`src/rtl/selfid_pkg.sv`:
```
package selfid_pkg;
  localparam int unsigned QW = 32;
  localparam logic [QW-1:0] REC_HEADER = 32'h0000_00E0;
  localparam logic [1:0] SID_TAG = 2'b10;
  localparam int unsigned PHY_W = 6;
  localparam int unsigned SEQ_W = 3;
  localparam int unsigned REC_DEPTH = 3;   // header + pair is the longest burst
  localparam int unsigned REC_CW = $clog2(REC_DEPTH + 1);

  typedef struct packed {
    logic [1:0]       tag;
    logic [PHY_W-1:0] phy;
    logic             ext;
    logic [SEQ_W-1:0] seq;
    logic [18:0]      body;
    logic             more;
  } sid_word_t;
endpackage

```
`src/rtl/sid_pair_check.sv`:
```
module sid_pair_check
  import selfid_pkg::*;
(
  input  logic          clk,
  input  logic          rst_n,
  input  logic          clr,
  input  logic          en,
  input  logic          in_fire,
  input  logic [QW-1:0] in_data,
  input  logic          done,
  output logic          pair_ok,
  output logic [QW-1:0] pair_a,
  output logic [QW-1:0] pair_b,
  output logic          err_inv
);
  logic          have_a;
  logic [QW-1:0] a_q;
  logic          take, match;

  assign take    = in_fire && en;
  assign match   = (in_data == ~a_q);
  assign pair_ok = take && have_a && match;
  assign pair_a  = a_q;
  assign pair_b  = in_data;

  always_ff @(posedge clk or negedge rst_n) begin
    if (!rst_n) begin
      have_a  <= 1'b0;
      a_q     <= '0;
      err_inv <= 1'b0;
    end else if (clr) begin
      have_a  <= 1'b0;
      a_q     <= '0;
      err_inv <= 1'b0;
    end else if (take) begin
      if (!have_a) begin
        a_q    <= in_data;
        have_a <= 1'b1;
      end else begin
        have_a <= 1'b0;
        if (!match) err_inv <= 1'b1;
      end
    end else if (done && en && have_a) begin
      // orphaned first quadlet at end of phase
      have_a  <= 1'b0;
      err_inv <= 1'b1;
    end
  end
endmodule

```
`src/rtl/sid_chain_track.sv`:
```
module sid_chain_track
  import selfid_pkg::*;
#(
  parameter int unsigned NODE_W = 6
) (
  input  logic             clk,
  input  logic             rst_n,
  input  logic             clr,
  input  logic             pair_ok,
  input  logic [1:0]       w_tag,
  input  logic [PHY_W-1:0] w_phy,
  input  logic             w_ext,
  input  logic [SEQ_W-1:0] w_seq,
  input  logic             w_more,
  input  logic             done,
  output logic             seq_err,
  output logic [NODE_W-1:0] node_count
);
  localparam logic [NODE_W-1:0] CNT_MAX = {NODE_W{1'b1}};

  logic             exp_ext;
  logic [PHY_W-1:0] exp_phy;
  logic [SEQ_W-1:0] exp_seq;
  logic             bad;

  always_comb begin
    bad = (w_tag != SID_TAG);
    if (exp_ext) begin
      if (!w_ext || (w_phy != exp_phy) || (w_seq != exp_seq)) bad = 1'b1;
    end else if (w_ext) begin
      bad = 1'b1;
    end
  end

  always_ff @(posedge clk or negedge rst_n) begin
    if (!rst_n) begin
      exp_ext    <= 1'b0;
      exp_phy    <= '0;
      exp_seq    <= '0;
      seq_err    <= 1'b0;
      node_count <= '0;
    end else if (clr) begin
      exp_ext    <= 1'b0;
      exp_phy    <= '0;
      exp_seq    <= '0;
      seq_err    <= 1'b0;
      node_count <= '0;
    end else if (pair_ok) begin
      if (bad) seq_err <= 1'b1;
      if (!w_ext && (node_count != CNT_MAX)) node_count <= node_count + 1'b1;
      exp_ext <= w_more;
      exp_phy <= w_phy;
      exp_seq <= w_ext ? w_seq + 1'b1 : '0;
    end else if (done && exp_ext) begin
      seq_err <= 1'b1;
      exp_ext <= 1'b0;
    end
  end
endmodule

```
`src/rtl/sid_emit_queue.sv`:
```
module sid_emit_queue
  import selfid_pkg::*;
#(
  parameter int unsigned ACK_W = 4
) (
  input  logic             clk,
  input  logic             rst_n,
  input  logic             clr,
  input  logic             pair_ok,
  input  logic [QW-1:0]    pair_a,
  input  logic [QW-1:0]    pair_b,
  input  logic             done,
  input  logic [ACK_W-1:0] ack_code,
  input  logic             out_ready,
  output logic             out_valid,
  output logic [QW-1:0]    out_data,
  output logic             busy,
  output logic             sealed
);
  logic [QW-1:0]     slot [REC_DEPTH];
  logic [REC_CW-1:0] cnt;
  logic              hdr_sent, done_pend, closed;
  logic [ACK_W-1:0]  ack_q;
  logic [QW-1:0]     ack_word;

  assign ack_word  = {{(QW-ACK_W){1'b0}}, ack_q};
  assign busy      = (cnt != '0);
  assign out_valid = busy;
  assign out_data  = slot[0];
  assign sealed    = closed || done_pend;

  always_ff @(posedge clk or negedge rst_n) begin
    if (!rst_n) begin
      cnt       <= '0;
      hdr_sent  <= 1'b0;
      done_pend <= 1'b0;
      closed    <= 1'b0;
      ack_q     <= '0;
      for (int i = 0; i < REC_DEPTH; i++) slot[i] <= '0;
    end else if (clr) begin
      cnt       <= '0;
      hdr_sent  <= 1'b0;
      done_pend <= 1'b0;
      closed    <= 1'b0;
    end else begin
      if (done && !closed && !done_pend) begin
        done_pend <= 1'b1;
        ack_q     <= ack_code;
      end
      if (busy) begin
        if (out_ready) begin
          for (int i = 0; i < REC_DEPTH - 1; i++) slot[i] <= slot[i+1];
          cnt <= cnt - 1'b1;
        end
      end else if (pair_ok) begin
        hdr_sent <= 1'b1;
        if (!hdr_sent) begin
          slot[0] <= REC_HEADER;
          slot[1] <= pair_a;
          slot[2] <= pair_b;
          cnt     <= REC_CW'(3);
        end else begin
          slot[0] <= pair_a;
          slot[1] <= pair_b;
          cnt     <= REC_CW'(2);
        end
      end else if (done_pend) begin
        hdr_sent  <= 1'b1;
        done_pend <= 1'b0;
        closed    <= 1'b1;
        if (!hdr_sent) begin
          slot[0] <= REC_HEADER;
          slot[1] <= ack_word;
          cnt     <= REC_CW'(2);
        end else begin
          slot[0] <= ack_word;
          cnt     <= REC_CW'(1);
        end
      end
    end
  end
endmodule

```
`src/rtl/selfid_gather.sv`:
```
module selfid_gather
  import selfid_pkg::*;
#(
  parameter int unsigned ACK_W  = 4,
  parameter int unsigned NODE_W = 6
) (
  input  logic              clk,
  input  logic              rst_n,
  input  logic              bus_rst,
  input  logic              in_valid,
  output logic              in_ready,
  input  logic [31:0]       in_data,
  input  logic              sid_done,
  input  logic [ACK_W-1:0]  ack_code,
  output logic              out_valid,
  input  logic              out_ready,
  output logic [31:0]       out_data,
  output logic              err_inverse,
  output logic              err_sequence,
  output logic [NODE_W-1:0] node_count
);
  logic          busy, sealed, pair_ok, in_fire;
  logic [QW-1:0] pair_a, pair_b;
  sid_word_t     pw;

  assign in_ready = !busy;
  assign in_fire  = in_valid && in_ready;
  assign pw       = pair_a;

  sid_pair_check u_pair (
    .clk(clk), .rst_n(rst_n), .clr(bus_rst), .en(!sealed),
    .in_fire(in_fire), .in_data(in_data), .done(sid_done),
    .pair_ok(pair_ok), .pair_a(pair_a), .pair_b(pair_b), .err_inv(err_inverse)
  );

  sid_chain_track #(.NODE_W(NODE_W)) u_chain (
    .clk(clk), .rst_n(rst_n), .clr(bus_rst), .pair_ok(pair_ok),
    .w_tag(pw.tag), .w_phy(pw.phy), .w_ext(pw.ext), .w_seq(pw.seq), .w_more(pw.more),
    .done(sid_done && !sealed), .seq_err(err_sequence), .node_count(node_count)
  );

  sid_emit_queue #(.ACK_W(ACK_W)) u_emit (
    .clk(clk), .rst_n(rst_n), .clr(bus_rst), .pair_ok(pair_ok),
    .pair_a(pair_a), .pair_b(pair_b), .done(sid_done), .ack_code(ack_code),
    .out_ready(out_ready), .out_valid(out_valid), .out_data(out_data),
    .busy(busy), .sealed(sealed)
  );
endmodule

```
`config.mk`:
```
export PLATFORM = sky130hd
export DESIGN_NAME = selfid_gather
export DESIGN_NICKNAME = d
export VERILOG_FILES = /design/src/rtl/selfid_pkg.sv /design/src/rtl/sid_pair_check.sv /design/src/rtl/sid_chain_track.sv /design/src/rtl/sid_emit_queue.sv /design/src/rtl/selfid_gather.sv
export SDC_FILE = /design/constraint.sdc
export NUM_CORES = 1
export LEC_CHECK = 0
export CAP_MARGIN = 15
export CORE_UTILIZATION = 60
export CTS_CLUSTER_DIAMETER = 80
export DETAILED_ROUTE_END_ITERATION = 8
export PLACE_DENSITY = 0.95
export SYNTH_ARGS = -nofsm -noshare
export SYNTH_HDL_FRONTEND = slang
export SYNTH_SLANG_ARGS = --single-unit
export TNS_END_PERCENT = 30
```
`constraint.sdc`:
```
create_clock -name clk -period 7.05 [get_ports clk]
set_input_delay 0.705 -clock clk [delete_from_list [all_inputs] [get_ports clk]]
set_output_delay 0.705 -clock clk [all_outputs]
set_load 0.01 [all_outputs]
```
Word-level counts from Yosys, hierarchy flattened
Index checks and enable logic that the tools add are counted.

Equality and inequality tests: 14. Bitwise gates (word level): 4. Reductions and logical operators: 39. Multiplexer cells: 56. $add $sub $neg: 3.

Operator list (number): $mux W64 (5); $mux W32 (4); $eq A32 B32 Y1 (1); $mux W1 (32); $not A32 Y32 (1); $mux W6 (5); $mux W2 (6); $reduce_and A2 Y1 (6); $reduce_bool A3 Y1 (4); $logic_and A1 B1 Y1 (10); $ne A2 B2 Y1 const B (5); $reduce_bool A2 Y1 (5); $mux W3 (3); $ne A3 B3 Y1 const B (3); $reduce_and A3 Y1 (3); $mux W8 (1); $reduce_and A4 Y1 (2); $add A6 B1 Y6 const B (1); $ne A3 B2 Y1 const B (2); $ne A6 B6 Y1 (1); $ne A6 B6 Y1 const B (1); $logic_not A1 Y1 (5); $reduce_bool A4 Y1 (1); $add A3 B1 Y3 const B (1); other kinds (4) (8).

Flip-flop bits (word level): 156. Output and inout bits: 42.

Longest topological paths before layout
Gate-level depths: netlist (run 1).

Depth in word-level cells: 9. Mapped depth: 10. Depth with buffers taken out: 8.

Cells and area by module
A second synthesis (run 1) with hierarchy kept.

Cells, all modules: 664. Area total of the unflattened synthesis: 8185.4 um^2.

Modules (own cells, without submodules): sid_emit_queue (seq. area each 2627.5 um^2, cells each 414, area each 5449.0 um^2, instances 1); sid_pair_check (seq. area each 850.8 um^2, cells each 158, area each 1810.5 um^2, instances 1); sid_chain_track (seq. area each 425.4 um^2, cells each 88, area each 905.9 um^2, instances 1); selfid_gather (seq. area each 0.0 um^2, cells each 4, area each 20.0 um^2, instances 1).

Least setup slack after synthesis (run 1)
No wires, ideal clock.

Path type: input to register. Start: input port in_data[6]. End: register u_emit.slot (netlist bit u_emit.out_data[25]). Stages on the path: 9. Data arrival time: 2744 ps. Path slack: 4178 ps. Setup time: 127 ps. Cell sequence: xor2_1 > nand4_1 > or4_1 > buf_6 > o41ai_4 > o21a_1 > buf_4 > buf_6 > mux2_1.

Word-level cells in the longest chain between the ends: 4. Elaborated cells between the ends (all ways): 6.

Ends and longest elaborated chain: from (decl) (line selfid_gather.sv:12) `input logic [31:0] in_data,`; $eq A32 B32 Y1 (*) (line sid_pair_check.sv:21) `assign match = (in_data == ~a_q);`; $logic_and A1 B1 Y1 (*) (line sid_pair_check.sv:22) `assign pair_ok = take && have_a && match;`; $reduce_bool A3 Y1 (no line) or $mux W64 (tied branches); $reduce_and A3 Y1 (no line) or $mux W64 (tied branches); to (decl) (line sid_emit_queue.sv:20) `logic [QW-1:0] slot [REC_DEPTH];`.

Every way passes the cells marked *; elsewhere a longest branch is shown, timed or not. A chain may end at the register's enable or synchronous reset.

Worst setup path after layout (run 1)
Start: input port in_data[7]. End: register u_emit.slot[20] (netlist bit).

Word-level cells in the longest chain between the ends: 3.

Ends and longest elaborated chain (line): $eq A32 B32 Y1 (sid_pair_check.sv:21); $logic_and A1 B1 Y1 (sid_pair_check.sv:22); $reduce_and A4 Y1 (no line).

Every way passes these cells.

==> run summary, run 1 <==
status: finished, final reports clean
peak supply drop: 173 uV
DR iter-0 viols: 662
DR DRC count: 0
Die Height: 117 um
Slew @ Worst Pin: 1150 ps
die area: 13600 um2
delay-heaviest family, CP: simple AND/OR/NAND/NOR gates
via count: 6010
Final Max Slew Viols: 0
post-synth cell types: 47
drt total wl: 20400 um
Avg Cell Area, Syn: 11.5 um2
Req. time, crit path: 7360 ps
post_cts resized: 0
Total Neg Setup Slack: 0 ps
synth warn: 0
GRT Total Usage: 0.323
area leader, netlist: dfrtp_1
NumNets Final: 761
max incr delay on CP: 1140 ps
half-perimeter wire length after placement: 12000 um
Post-Place Worst Slack: 2480 ps
Pre-antenna DRT Iters: 5
PwrDens: 300 nW/um2
Leak: 4.12 nW
Critical Path, Cell by Cell: clkdlybuf4s50_1 > xnor2_1 > nor4_1 > and3_1 > nand4_1 > or3_2 > mux2_1
Worst-path clk slew: 60 ps
first-pass GRT wire length: 32500 um
Initial Util: 0.620
R2R Setup Slk: 3050 ps
synth top area cells: dfrtp_1, mux2_2, a22o_1
WP buf/inv: 1
CP startpoint kind: input pin
largest net degree at the start of global routing: 85
H-tree levels: 4
most frequent cells in the layout: dfrtp_1, clkdlybuf4s50_1, mux2_2
slowest cell on the critical path: or3_2
# IOs: 84
Reg2Reg Launch Point: u_pair.pair_a[23]$_DFFE_PN0P_
sequential share of the synthesized area: 0.495
synthesis-to-layout area growth: 16.9%
gpl congestion: 0.929
Num CTS Buffers: 17
Max-cap violations: 0
post-route ant nets: 0
number of setup buffers added after CTS: 0
Die W: 117 um
Reg2Reg Depth: 6
ant diodes: 0
initial antenna violation count: 0
crit path DAT: 4620 ps
synthesized flop and latch total: 156
top cell type's share of synthesized area: 0.495
WL/cell: 22.6 um
hold_buf cts: 0
Root Buffer: clkbuf_16
min-delay worst type: input pin to async pin
Worst Setup End Kind: flop
RSZ-0062 raised after global routing: no
Crit Path Max Fanout: 32
relative slew slack: 0.228
Min Hold Slack: 283 ps
Tcrit/Tclk final: 0.611
fin crit period: 4310 ps
Setup Viol. Count Final: 0
Worst-Skew Late Latency: 440 ps
ys flop type: dfrtp_1
Final WS setup: 2740 ps
Syn Inst Count: 687
Hold Vio Cnt, Final: 0
Max Fclk: 232 MHz
CTS tree: yes
Port-buffer cells: 83
mapped cell area: 7880 um2
critical path class: input pin to flop
reg-to-reg endpoint: u_emit.slot[20]$_DFFE_PN0P_
most common cell after layout, fill and taps aside: dfrtp_1
share of cells above drive strength 1: 0.187
grt ovf: 0
syn nets: 732
Core ar.: 12700 um2
number of global-route vias before repair: 6050
Clock Sink Count: 156
DR vias/cell: 6.67
EDFF count, synth: 0
Clock Skews: 8.02 ps
Async SR Flop Fraction: 1.00
Clock Path Buffers: 2
std cell rows: 41
## per-stage QoR
stage,utilization,cell area [um2],cells,power [W]
global route,0.724,9210,901,0.00285
global placement,0.674,8580,869,0.00173
CTS,0.724,9210,901,0.00275
detailed placement,0.674,8580,869,0.00175
finish,0.724,9210,901,0.00276
floorplan,-,7880,687,0.00152
## layer usage
metal  GRT usage  wire length (um)
met4       0.170               928
met2       0.519              9940
met3      0.0721              1610
met5           0                 0
met1       0.411              7870
## Yosys cell counts (5+ instances only)
master,n
buf_4,34
dfrtp_1,156
nor2_1,12
mux2_2,76
nand3_1,16
inv_1,16
mux2_1,17
nor4_1,5
o21ai_0,32
buf_2,11
nand2_1,51
nand4_1,11
clkbuf_1,33
xor2_1,21
xnor2_1,21
o221ai_1,11
a22o_1,57
mux2i_1,36
a21oi_1,22
## worst reg2reg max path, delay by kind of cell, from the launching register on
family	cells	cell delay, ps
xor+xnor	1	200
simple gates	4	2640
mux	1	500
flops	1	530
## power by group
part | internal [W] | leakage (nW) | switching, W
Combinational | 0.000268 | 1.67 | 0.000427
Clock | 0.000617 | 0.308 | 0.000374
Sequential | 0.000974 | 2.14 | 0.000103
Total | 0.00186 | 4.12 | 0.000904
## state kept, by name (all words and copies together) (netlist names), 2 cells and up
| name | count |
|---|---|
| u_chain.exp_phy | 6 |
| u_chain.exp_seq | 3 |
| u_chain.node_count | 6 |
| u_emit.ack_q | 4 |
| u_emit.cnt | 2 |
| u_emit.out_data | 32 |
| u_emit.slot | 64 |
| u_pair.pair_a | 32 |
## cell families after synthesis
kind of cell / synth area share
xor gates and xnor gates: 0.0487
adders and majority gates: 0.00476
muxes: 0.179
buffers and inverters: 0.0678
DFF: 0.495
and+or+nand+nor: 0.0724
AOI/OAI and AO/OA: 0.133
## how the worst max path moves through the flow
stage               start                               to  slack [ps]  cells past startpoint
2_1_floorplan  in_data[6]  u_emit.out_data[25]$_DFFE_PN0P_        4180                      9
3_3_place_gp   in_data[7]      u_emit.slot[19]$_DFFE_PN0P_        2560                      7
3_5_place_dp   in_data[7]      u_emit.slot[18]$_DFFE_PN0P_        2480                      7
4_1_cts        in_data[7]      u_emit.slot[20]$_DFFE_PN0P_        2820                      7
5_1_grt        in_data[7]      u_emit.slot[20]$_DFFE_PN0P_        2600                      7
6_report       in_data[7]      u_emit.slot[20]$_DFFE_PN0P_        2740                      7
## final cells by class
| type | count | area [um2] |
|---|---|---|
| clock buffers | 20 | 467 |
| clock inverters | 12 | 168 |
| well taps | 172 | 215 |
| inverters | 17 | 63.8 |
| repair buffers | 93 | 907 |
| fillers | 838 | 3510 |
| flip-flops and latches | 156 | 3910 |
| multi-input cells | 431 | 3490 |
Note: power is estimated with default switching activity, not from simulation.
==> run 2: changes to the inputs <==
Settings changed: CORE_UTILIZATION 60 to 51, PLACE_DENSITY 0.95 to 0.87.
Clock period 7.05 ns to 3.8 ns, I/O delays scaled along.
==> run 2 against run 1 <==
Against the previous run:
- clock-buffer cell count grew 3
- highest routed layer unchanged
- routed wire length shrank 9.1%
- cell area grew 0.67%
- sequential share of layout area shrank 0.28 points
- sequential cell count is the same
- core utilization shrank 11 points
- worst hold slack lost 240 ps
- die area grew 17%
- non-clock buffer count grew 10
==> run summary, run 2 (synthesis gave the netlist of run 1 again) <==
Min Hold Slack: 38.1 ps (-245 ps)
Clock Skews: 9.23 ps (+1.21 ps)
RSZ-0062 raised after global routing: no
crit path launch: in_data[27]
die area: 16000 um2 (+17%)
# IOs: 84 (unchanged)
Core ar.: 15100 um2 (+19%)
Largest register FFs: 64 (unchanged)
crit path DAT: 3420 ps (-1200 ps)
instance area at placement: 8700 um2 (+1.4%)
WL/cell: 20.0 um (-11%)
Final Max Slew Viols: 0 (unchanged)
drt total wl: 18500 um (-9.1%)
post_cts resized: 0 (unchanged)
Hold Vio Cnt, Final: 0 (unchanged)
critical path class: input pin to flop
most common cell after layout, fill and taps aside: dfrtp_1
std cell rows: 45 (+9.8%)
DR DRC count: 0 (unchanged)
Clock Path Buffers: 2 (unchanged)
DR vias/cell: 6.07 (-9.1%)
crit path capture: u_emit.out_data[24]$_DFFE_PN0P_
Req. time, crit path: 4110 ps (-3250 ps)
number of global-route vias before repair: 5601 (-7.4%)
initial antenna violation count: 0 (unchanged)
CTS tree: yes
Fillers: 1143 (+36%)
total power: 0.00495 W (+79%)
H-tree levels: 4 (unchanged)
design area: 9270 um2 (+0.67%)
via count: 5611 (-6.6%)
Max-cap violations: 0 (unchanged)
synthesis-to-layout area growth: 17.6%
number of setup buffers added after CTS: 0 (unchanged)
Total Neg Setup Slack: 0 ps (unchanged)
Tcrit/Tclk final: 0.818
Reg2Reg Depth: 7 (+1)
Worst-Skew Late Latency: 430 ps (about the same)
first-pass GRT wire length: 29900 um (-8.0%)
most frequent cells in the layout: dfrtp_1, clkdlybuf4s50_1, mux2_2
fin crit period: 3110 ps
half-perimeter wire length after placement: 12000 um (+0.18%)
Top reg by flops: u_emit.slot
Worst-path clk slew: 60 ps (about the same)
R2R Setup Slk: 750 ps (-2300 ps)
Num CTS Buffers: 17 (unchanged)
NumNets Final: 771 (+1.3%)
CP startpoint kind: input pin
Max Fclk: 322 MHz
placed cell count: 895 (+3.0%)
Pre-antenna DRT Iters: 5 (unchanged)
status: finished, final reports clean
Leak: 4.17 nW (+1.1%)
Crit Path Max Fanout: 16 (-50%)
Reg2Reg Launch Point: u_pair.pair_a[27]$_DFFE_PN0P_
peak supply drop: 375 uV (+120%)
GRT Total Usage: 0.245 (-0.0784)
Initial Util: 0.520 (-0.0991)
relative slew slack: 0.390 (+0.162)
grt ovf: 0 (unchanged)
Die W: 126 um (+8.3%)
Slew @ Worst Pin: 916 ps (-233 ps)
post-route ant nets: 0 (unchanged)
Root Buffer: clkbuf_16
largest net degree at the start of global routing: 99 (+16%)
Worst Setup End Kind: flop
Die Height: 126 um (+8.3%)
reg-to-reg endpoint: u_emit.out_data[24]$_DFFE_PN0P_
gpl congestion: 0.897 (-3.4%)
DR iter-0 viols: 552 (-17%)
Clock Sink Count: 156 (unchanged)
ant diodes: 0 (unchanged)
fin cells: 925 (+2.7%)
share of cells above drive strength 1: 0.191 (+0.00476)
Port-buffer cells: 83 (unchanged)
Setup Viol. Count Final: 0 (unchanged)
min-delay worst type: input pin to async pin
hold_buf cts: 0 (unchanged)
PwrDens: 534 nW/um2 (+78%)
## run 2: cell count changes in the layout (fill, tap and decap cells not counted), sizes merged
cell      previous run  this run
bufinv               4         2
clkbuf              20        23
buf                 11        21
clkinvlp             3         0
## run 2: worst min-delay path by stage
| stage | end | slack [ps] | start |
|---|---|---|---|
| after floorplan | u_chain.exp_ext$_DFFE_PN0P_ | 80 | rst_n |
| after global placement | u_emit.out_data[26]$_DFFE_PN0P_ | 470 | u_emit.out_data[26]$_DFFE_PN0P_ |
| after detailed placement | u_emit.out_data[27]$_DFFE_PN0P_ | 470 | u_emit.out_data[27]$_DFFE_PN0P_ |
| after CTS | u_chain.exp_ext$_DFFE_PN0P_ | 90 | rst_n |
| after global routing | u_emit.out_data[27]$_DFFE_PN0P_ | 110 | rst_n |
| final | u_emit.out_data[29]$_DFFE_PN0P_ | 40 | rst_n |
## run 2: power by group
group          internal (W)  total, W  switching (W)
clock network       0.00102   0.00167       0.000648
logic              0.000519   0.00128       0.000765
registers           0.00181   0.00200       0.000187
total               0.00335   0.00495        0.00160
## run 2: critical path: stages
cell and delay [ps]:
clkdlybuf4s50_1 570, xor2_1 290, nand4_1 170, or4_1 720, o41ai_4 450, o21a_1 180, buf_4 260, mux2_2 370
## run 2: metal layers
| layer | track usage | up-vias | share of wire |
|---|---|---|---|
| met5 | 0 | - | 0 |
| li1 | - | 2518 | - |
| met1 | 0.325 | 2859 | 0.44 |
| met3 | 0.0536 | 39 | 0.056 |
| met2 | 0.388 | 195 | 0.48 |
| met4 | 0.106 | 0 | 0.024 |
## run 2: final cells by class
class	instances	area, um2	share of cell area
Sequential cell	156	3910	0.421
Multi-Input combinational cell	431	3470	0.374
Timing Repair Buffer	103	1020	0.110
Clock buffer	23	488	0.0526
Tap cell	188	235	0.0254
Inverter	17	63.8	0.00688
Clock inverter	7	88.8	0.00958
## run 2: metrics by stage
step	setup slack [ps]	util
2_1_floorplan	1160	-
3_3_place_gp	303	0.574
3_5_place_dp	301	0.574
4_1_cts	734	0.612
5_1_grt	592	0.612
6_report	690	0.612
